==> src/rtl/dss_pkg.sv <==
package dss_pkg;

  typedef enum logic [2:0] {
    CLS_ALU    = 3'd0,
    CLS_MUL    = 3'd1,
    CLS_LOAD   = 3'd2,
    CLS_BRANCH = 3'd3,
    CLS_DMUL   = 3'd4
  } dss_class_e;

  function automatic int max_of4(input int a, input int b, input int c, input int d);
    int m;
    m = a;
    if (b > m) m = b;
    if (c > m) m = c;
    if (d > m) m = d;
    return m;
  endfunction

endpackage

==> src/rtl/dss_unit_busy.sv <==
module dss_unit_busy #(
  parameter int NUM_UNITS = 4,
  parameter int UNIT_W    = 2,
  parameter int HOLD_W    = 2
) (
  input  logic                 clk,
  input  logic                 rst_n,
  input  logic                 take_en,
  input  logic [UNIT_W-1:0]    take_unit,
  input  logic [HOLD_W-1:0]    take_hold,
  output logic [NUM_UNITS-1:0] busy
);

  for (genvar u = 0; u < NUM_UNITS; u++) begin : g_unit
    logic [HOLD_W-1:0] cnt_r;
    logic [HOLD_W-1:0] cnt_n;
    logic              cnt_ce;

    always_comb begin
      cnt_n  = cnt_r;
      cnt_ce = 1'b0;
      if (take_en && (take_unit == UNIT_W'(u))) begin
        cnt_n  = take_hold;
        cnt_ce = 1'b1;
      end else if (cnt_r != '0) begin
        cnt_n  = cnt_r - 1'b1;
        cnt_ce = 1'b1;
      end
    end

    always_ff @(posedge clk or negedge rst_n) begin
      if (!rst_n) begin
        cnt_r <= '0;
      end else if (cnt_ce) begin
        cnt_r <= cnt_n;
      end
    end

    assign busy[u] = (cnt_r != '0);
  end

endmodule

==> src/rtl/dss_wb_pipe.sv <==
module dss_wb_pipe #(
  parameter int DATA_W = 32,
  parameter int REG_AW = 5,
  parameter int DEPTH  = 10,
  parameter int POS_W  = 4
) (
  input  logic              clk,
  input  logic              rst_n,
  input  logic              ins_en,
  input  logic [POS_W-1:0]  ins_pos,
  input  logic [REG_AW-1:0] ins_dst,
  input  logic [DATA_W-1:0] ins_data,
  output logic              slot_full,
  output logic              wb0_en,
  output logic [REG_AW-1:0] wb0_addr,
  output logic [DATA_W-1:0] wb0_data,
  output logic              wb1_en,
  output logic [REG_AW-1:0] wb1_addr,
  output logic [DATA_W-1:0] wb1_data,
  output logic              wb_collide
);

  // Lane 0 of a slot always fills before lane 1, so lane 1 is the younger entry.
  logic              v0_q [DEPTH];
  logic              v1_q [DEPTH];
  logic [REG_AW-1:0] a0_q [DEPTH];
  logic [REG_AW-1:0] a1_q [DEPTH];
  logic [DATA_W-1:0] d0_q [DEPTH];
  logic [DATA_W-1:0] d1_q [DEPTH];

  for (genvar i = 0; i < DEPTH; i++) begin : g_slot
    logic              up_v0, up_v1;
    logic [REG_AW-1:0] up_a0, up_a1;
    logic [DATA_W-1:0] up_d0, up_d1;
    logic              hit;
    logic              v0_r, v1_r, v0_n, v1_n;
    logic [REG_AW-1:0] a0_r, a1_r, a0_n, a1_n;
    logic [DATA_W-1:0] d0_r, d1_r, d0_n, d1_n;

    if (i < DEPTH - 1) begin : g_mid
      assign up_v0 = v0_q[i+1];
      assign up_v1 = v1_q[i+1];
      assign up_a0 = a0_q[i+1];
      assign up_a1 = a1_q[i+1];
      assign up_d0 = d0_q[i+1];
      assign up_d1 = d1_q[i+1];
    end else begin : g_top
      assign up_v0 = 1'b0;
      assign up_v1 = 1'b0;
      assign up_a0 = '0;
      assign up_a1 = '0;
      assign up_d0 = '0;
      assign up_d1 = '0;
    end

    assign hit = ins_en && (ins_pos == POS_W'(i));

    always_comb begin
      v0_n = up_v0;
      v1_n = up_v1;
      a0_n = up_a0;
      a1_n = up_a1;
      d0_n = up_d0;
      d1_n = up_d1;
      if (hit) begin
        if (!up_v0) begin
          v0_n = 1'b1;
          a0_n = ins_dst;
          d0_n = ins_data;
        end else begin
          v1_n = 1'b1;
          a1_n = ins_dst;
          d1_n = ins_data;
        end
      end
    end

    always_ff @(posedge clk or negedge rst_n) begin
      if (!rst_n) begin
        v0_r <= 1'b0;
        v1_r <= 1'b0;
      end else begin
        v0_r <= v0_n;
        v1_r <= v1_n;
      end
    end

    always_ff @(posedge clk) begin
      if (v0_n) begin
        a0_r <= a0_n;
        d0_r <= d0_n;
      end
      if (v1_n) begin
        a1_r <= a1_n;
        d1_r <= d1_n;
      end
    end

    assign v0_q[i] = v0_r;
    assign v1_q[i] = v1_r;
    assign a0_q[i] = a0_r;
    assign a1_q[i] = a1_r;
    assign d0_q[i] = d0_r;
    assign d1_q[i] = d1_r;
  end

  // The target slot after this edge's shift is the one now sitting one above it.
  always_comb begin
    slot_full = 1'b0;
    for (int i = 0; i < DEPTH - 1; i++) begin
      if (ins_pos == POS_W'(i)) slot_full = v0_q[i+1] && v1_q[i+1];
    end
  end

  assign wb_collide = v0_q[0] && v1_q[0] && (a0_q[0] == a1_q[0]);
  assign wb0_en     = v0_q[0] && !wb_collide;
  assign wb0_addr   = a0_q[0];
  assign wb0_data   = d0_q[0];
  assign wb1_en     = v1_q[0];
  assign wb1_addr   = a1_q[0];
  assign wb1_data   = d1_q[0];

endmodule

==> src/rtl/dss_branch_line.sv <==
module dss_branch_line #(
  parameter int DATA_W = 32,
  parameter int DEPTH  = 6
) (
  input  logic              clk,
  input  logic              rst_n,
  input  logic              ins_en,
  input  logic [DATA_W-1:0] ins_target,
  output logic              taken,
  output logic [DATA_W-1:0] target
);

  logic              bv_q [DEPTH];
  logic [DATA_W-1:0] bt_q [DEPTH];

  for (genvar i = 0; i < DEPTH; i++) begin : g_stage
    logic              v_r, v_n;
    logic [DATA_W-1:0] t_r, t_n;

    if (i == DEPTH - 1) begin : g_entry
      assign v_n = ins_en;
      assign t_n = ins_target;
    end else begin : g_follow
      assign v_n = bv_q[i+1];
      assign t_n = bt_q[i+1];
    end

    always_ff @(posedge clk or negedge rst_n) begin
      if (!rst_n) begin
        v_r <= 1'b0;
      end else begin
        v_r <= v_n;
      end
    end

    always_ff @(posedge clk) begin
      if (v_n) t_r <= t_n;
    end

    assign bv_q[i] = v_r;
    assign bt_q[i] = t_r;
  end

  assign taken  = bv_q[0];
  assign target = bt_q[0];

endmodule

==> src/rtl/delay_slot_sched.sv <==
module delay_slot_sched
  import dss_pkg::*;
#(
  parameter int DATA_W       = 32,
  parameter int REG_AW       = 5,
  parameter int NUM_UNITS    = 4,
  parameter int MUL_SLOTS    = 1,
  parameter int LOAD_SLOTS   = 4,
  parameter int BRANCH_SLOTS = 5,
  parameter int DMUL_SLOTS   = 9,
  parameter int DMUL_OCCUPY  = 4,
  localparam int UNIT_W      = (NUM_UNITS > 1) ? $clog2(NUM_UNITS) : 1
) (
  input  logic                 clk,
  input  logic                 rst_n,
  input  logic                 iss_valid,
  input  logic [2:0]           iss_class,
  input  logic [UNIT_W-1:0]    iss_unit,
  input  logic [REG_AW-1:0]    iss_dst,
  input  logic [DATA_W-1:0]    iss_data,
  output logic [NUM_UNITS-1:0] unit_busy,
  output logic                 iss_reject,
  output logic                 wb0_en,
  output logic [REG_AW-1:0]    wb0_addr,
  output logic [DATA_W-1:0]    wb0_data,
  output logic                 wb1_en,
  output logic [REG_AW-1:0]    wb1_addr,
  output logic [DATA_W-1:0]    wb1_data,
  output logic                 wb_collide,
  output logic                 br_taken,
  output logic [DATA_W-1:0]    br_target
);

  localparam int MAX_SLOTS = max_of4(0, MUL_SLOTS, LOAD_SLOTS, DMUL_SLOTS);
  localparam int WB_DEPTH  = (MAX_SLOTS < 1) ? 2 : MAX_SLOTS + 1;
  localparam int POS_W     = $clog2(WB_DEPTH);
  localparam int HOLD_W    = (DMUL_OCCUPY > 2) ? $clog2(DMUL_OCCUPY) : 1;
  localparam int BR_DEPTH  = BRANCH_SLOTS + 1;

  // Reset: asserted asynchronously, released on a clock edge.
  logic rst_s1_r, rst_s2_r, rst_int_n;

  always_ff @(posedge clk or negedge rst_n) begin
    if (!rst_n) begin
      rst_s1_r <= 1'b0;
      rst_s2_r <= 1'b0;
    end else begin
      rst_s1_r <= 1'b1;
      rst_s2_r <= rst_s1_r;
    end
  end

  assign rst_int_n = rst_s2_r;

  // Class decode.
  logic              cls_ok, cls_writes, cls_branch;
  logic [POS_W-1:0]  cls_pos;
  logic [HOLD_W-1:0] cls_hold;

  always_comb begin
    cls_ok     = 1'b1;
    cls_writes = 1'b1;
    cls_branch = 1'b0;
    cls_pos    = '0;
    cls_hold   = '0;
    case (iss_class)
      CLS_ALU:    cls_pos = '0;
      CLS_MUL:    cls_pos = POS_W'(MUL_SLOTS);
      CLS_LOAD:   cls_pos = POS_W'(LOAD_SLOTS);
      CLS_BRANCH: begin
        cls_writes = 1'b0;
        cls_branch = 1'b1;
      end
      CLS_DMUL: begin
        cls_pos  = POS_W'(DMUL_SLOTS);
        cls_hold = HOLD_W'(DMUL_OCCUPY - 1);
      end
      default: begin
        cls_ok     = 1'b0;
        cls_writes = 1'b0;
      end
    endcase
  end

  // Unit lookup.
  logic unit_ok, busy_hit;

  always_comb begin
    unit_ok  = 1'b0;
    busy_hit = 1'b0;
    for (int u = 0; u < NUM_UNITS; u++) begin
      if (iss_unit == UNIT_W'(u)) begin
        unit_ok  = 1'b1;
        busy_hit = unit_busy[u];
      end
    end
  end

  // Acceptance.
  logic slot_full, accept, wb_ins, br_ins, reject_n, reject_r;

  assign accept = iss_valid && cls_ok && unit_ok && !busy_hit && !(cls_writes && slot_full);
  assign wb_ins = accept && cls_writes;
  assign br_ins = accept && cls_branch;

  assign reject_n = iss_valid && !accept;

  always_ff @(posedge clk or negedge rst_int_n) begin
    if (!rst_int_n) begin
      reject_r <= 1'b0;
    end else begin
      reject_r <= reject_n;
    end
  end

  assign iss_reject = reject_r;

  dss_unit_busy #(
    .NUM_UNITS (NUM_UNITS),
    .UNIT_W    (UNIT_W),
    .HOLD_W    (HOLD_W)
  ) busy_i (
    .clk       (clk),
    .rst_n     (rst_int_n),
    .take_en   (accept),
    .take_unit (iss_unit),
    .take_hold (cls_hold),
    .busy      (unit_busy)
  );

  dss_wb_pipe #(
    .DATA_W (DATA_W),
    .REG_AW (REG_AW),
    .DEPTH  (WB_DEPTH),
    .POS_W  (POS_W)
  ) wb_i (
    .clk        (clk),
    .rst_n      (rst_int_n),
    .ins_en     (wb_ins),
    .ins_pos    (cls_pos),
    .ins_dst    (iss_dst),
    .ins_data   (iss_data),
    .slot_full  (slot_full),
    .wb0_en     (wb0_en),
    .wb0_addr   (wb0_addr),
    .wb0_data   (wb0_data),
    .wb1_en     (wb1_en),
    .wb1_addr   (wb1_addr),
    .wb1_data   (wb1_data),
    .wb_collide (wb_collide)
  );

  dss_branch_line #(
    .DATA_W (DATA_W),
    .DEPTH  (BR_DEPTH)
  ) br_i (
    .clk        (clk),
    .rst_n      (rst_int_n),
    .ins_en     (br_ins),
    .ins_target (iss_data),
    .taken      (br_taken),
    .target     (br_target)
  );

endmodule

==> config.mk <==
export PLATFORM = sky130hd
export DESIGN_NAME = delay_slot_sched
export DESIGN_NICKNAME = d
export VERILOG_FILES = /design/src/rtl/dss_pkg.sv /design/src/rtl/dss_unit_busy.sv /design/src/rtl/dss_wb_pipe.sv /design/src/rtl/dss_branch_line.sv /design/src/rtl/delay_slot_sched.sv
export SDC_FILE = /design/constraint.sdc
export NUM_CORES = 1
export LEC_CHECK = 0
export ABC_CLOCK_PERIOD_IN_PS = 2500
export CAP_MARGIN = 10
export CORE_ASPECT_RATIO = 1.75
export CORE_UTILIZATION = 25
export DETAILED_ROUTE_END_ITERATION = 10
export SYNTH_ARGS = -nofsm -noshare
export SYNTH_HDL_FRONTEND = slang
export SYNTH_SLANG_ARGS = --single-unit
==> constraint.sdc <==
create_clock -name clk -period 2.5 [get_ports clk]
set_input_delay 0.375 -clock clk [delete_from_list [all_inputs] [get_ports clk]]
set_output_delay 0.375 -clock clk [all_outputs]
set_load 0.02 [all_outputs]
==> metrics.txt <==
status finished, violations left; failing checks setup timing; Synth area leader edfxtp_1; first-pass GRT wire length 83.9 mm; critical path startpoint busy_i.g_unit[3].cnt_r[0]$_DFFE_PN0P_; CTS H-tree depth 3; fin crit share 103%; Initial Utilization 25.2%; register area share after synthesis 86.7%; final WL 59.5 mm; Die ar. 130000 um2; cells after synthesis 1436; top post-synthesis cells by area edfxtp_1, mux2_2, dfrtp_1; type of origin of the critical path register; Net Sw Power 0.00709 W; unrepaired setup endpoints after global routing yes; Final Hold Violating Endpoints 0; Compound-Gate Fraction of Synth Area 0.488%; Crit Path Class reg2reg; Via Count 12800; reg2reg path depth 8; post-synth top area share 83.9%; main combinational cell family by area after synthesis multiplexers; Sw Ratio 21.2%; Clock Skew 39.6 ps; Max-Cap Viols 0; Vias/cell 3.80; TritonCTS clock tree yes; Main synth FF type edfxtp_1; most common cell in the netlist edfxtp_1; largest net degree at the start of global routing 40; vias in the first global route 13500; Netlist cell types 40; share of post-route cells with drive strength above 1 26.1%; Hold EP rst_int_n$_DFF_PN0_; WHS 357 ps; Synth Area in Simple Gates 1.60%; Mean Syn Cell Area 22.3 um2; hold path cells 0; critical path peak fanout 5; initial antenna violation count 15; CP Data Required Time 2890 ps; Worst R2R Start busy_i.g_unit[3].cnt_r[0]$_DFFE_PN0P_; Worst VDD drop 462 uV; cell leakage power 13.5 nW; clk_lat worst skew 670 ps; Placer Congestion 0.724; Mapped Area 32000 um2; Reg-to-Reg End wb_i.wb0_data[8]$_DFFE_PP_; nets 1697; Data arrival, critical path 2970 ps; Combinational Power Share 6.2%; drt initial violations 709; placed wire-length estimate 37.7 mm; clk sinks 931; Synth top cells by count edfxtp_1, mux2_2, clkbuf_1, mux2_4, and3_1; Power Internal 0.0263 W; post-synthesis mux area share 8.57%; antenna-violating nets left 0; root buffer cell clkbuf_16; XOR/XNOR Fraction of Synth Area 0.164%; Setup Viol. Count Final 107; final max-slew violation count 0; Die Y 475 um; Port Buffer Count 159; total CTS buffers 80; Reg power frac 54.9%; #FFs+latches synth 931; Fmax achieved 0.387 GHz; area delta synth->final 22.6%; row count 173; Worst-Margin Slew 948 ps; CTS clock-pin slew for the worst setup and hold paths 80 ps; Pwr Density 851 nW/um2; Syn. warnings 0; min-delay src rst_s1_r$_DFF_PN0_; DRC viols 0; crit path time final 2590 ps; Clk pwr share 38.8%; average wire per standard cell 17.6 um; core box area 127000 um2; Worst Hold Class reg2reg; flop2flop setup slack -90 ps; io pins 160; Final WS setup -86.0 ps; Overall Global Routing Usage 8.77%; crit end category register; async set-or-reset flop fraction in the synthesized netlist 3.87%; adder-cell share of the synthesized area 0.156%; worst slew margin relative to its limit 36.8%; Pre-Repair DR Iteration Count 5; Die X 273 um; grt ovf 0; clk buf depth 3; overall power 0.0334 W; EDFF count, synth 895
## power groups by stage
stage	clock [W]	sequential (W)	combinational, W
after floorplan	0	0.0187	0.000891
after global placement	0	0.0187	0.00182
after detailed placement	0	0.0187	0.00193
after CTS	0.0134	0.0184	0.00203
after global routing	0.0139	0.0184	0.00224
final	0.0130	0.0184	0.00208
## sequential cells by signal, indices dropped and copies added (netlist names), 9 cells and up
name / count
br_i.g_stage.t_n: 160
br_i.target: 32
wb_i.g_slot.up_a0: 45
wb_i.g_slot.up_a1: 40
wb_i.g_slot.up_d0: 288
wb_i.g_slot.up_d1: 256
wb_i.g_slot.up_v0: 9
wb_i.wb0_data: 32
wb_i.wb1_data: 32
## worst max-delay path by stage
stage	depth (start not counted)	slack [ps]	end
floorplan	8	60	wb_i.g_slot[0].up_d1[22]$_DFFE_PP_
global route	8	-140	wb_i.g_slot[0].up_d1[2]$_DFFE_PP_
CTS	8	-80	wb_i.wb0_data[8]$_DFFE_PP_
global placement	7	-500	wb_i.wb1_data[28]$_DFFE_PP_
detailed placement	8	-510	wb_i.g_slot[3].up_d1[9]$_DFFE_PP_
finish	8	-90	wb_i.wb0_data[8]$_DFFE_PP_
## area by class of cell
cell class              count  area [um2]
multi-input cells         381        3840
clock buffers              98        2130
well taps                1662        2080
inverters                  12        45.0
diodes                      1        2.50
fillers                 12000       87800
repair buffers            242        2720
clock inverters            50         651
flip-flops and latches    931       27800
## kinds of logic after synthesis
logic type,count (synthesis)
AO/OA/AOI/OAI,25
XOR/XNOR,6
adder cells (fa/ha/maj),4
buffers and inverters,161
flip-flops,931
multiplexers,223
other,2
AND/OR/NAND/NOR,84
## through the flow
step | setup slack, ps | instance area (um2) | setup TNS (ps) | std cells | utilization [%]
6_report | -86.0 | 39300 | -4080 | 3377 | 30.9
5_1_grt | -142 | 39300 | -14400 | 3377 | 30.9
4_1_cts | -77.2 | 38900 | -709 | 3358 | 30.6
3_5_place_dp | -507 | 35800 | -168850 | 3198 | 28.2
3_3_place_gp | -503 | 35800 | -154990 | 3198 | 28.2
2_1_floorplan | 60.8 | 32200 | 0 | 1473 | -
## cells in the final DEF (no fill, tap or decap), drive strengths merged, types with 2 or more instances in the layout
cell type,count
dfrtp,36
nor3,2
a31oi,6
nand4,2
conb,39
clkinvlp,3
or3,2
nor2,10
nand3,4
nor2b,7
dlygate4sd2,4
nand2b,3
o21ai,7
bufinv,12
and3,39
nand2,6
a21o,3
ha,4
edfxtp,895
inv,20
xnor2,6
clkdlybuf4s50,154
clkinv,27
nand4b,2
buf,76
clkbuf,104
o31ai,2
mux2,222
a21oi,4
## worst max-delay path: stages, from the launching register on
cell and delay, ps:
dfrtp_1 420, inv_2 100, ha_4 130, mux4_2 320, nand3b_4 120, or4_4 550
buf_12 190, buf_16 140, mux2_4 300
## timing repair
action                                  4_1_cts  5_1_grt
endpoints found under the hold margin         2        0
buffers inserted                              6        7
hold buffers                                  1        0
pin swaps                                     0        1
endpoints found under the setup margin      104      184
gates cloned                                  5       12
resized for setup                            23       35
## layer usage
layer  vias up  global-route usage, %  wire (um)
met2       303                   16.3      32700
met3       123                   2.40       3310
met1      6509                   9.10      21600
li1       5874                      -          -
met4        22                   3.78       1840
met5         -                      0        142
Power figures use the tool's default switching activity.
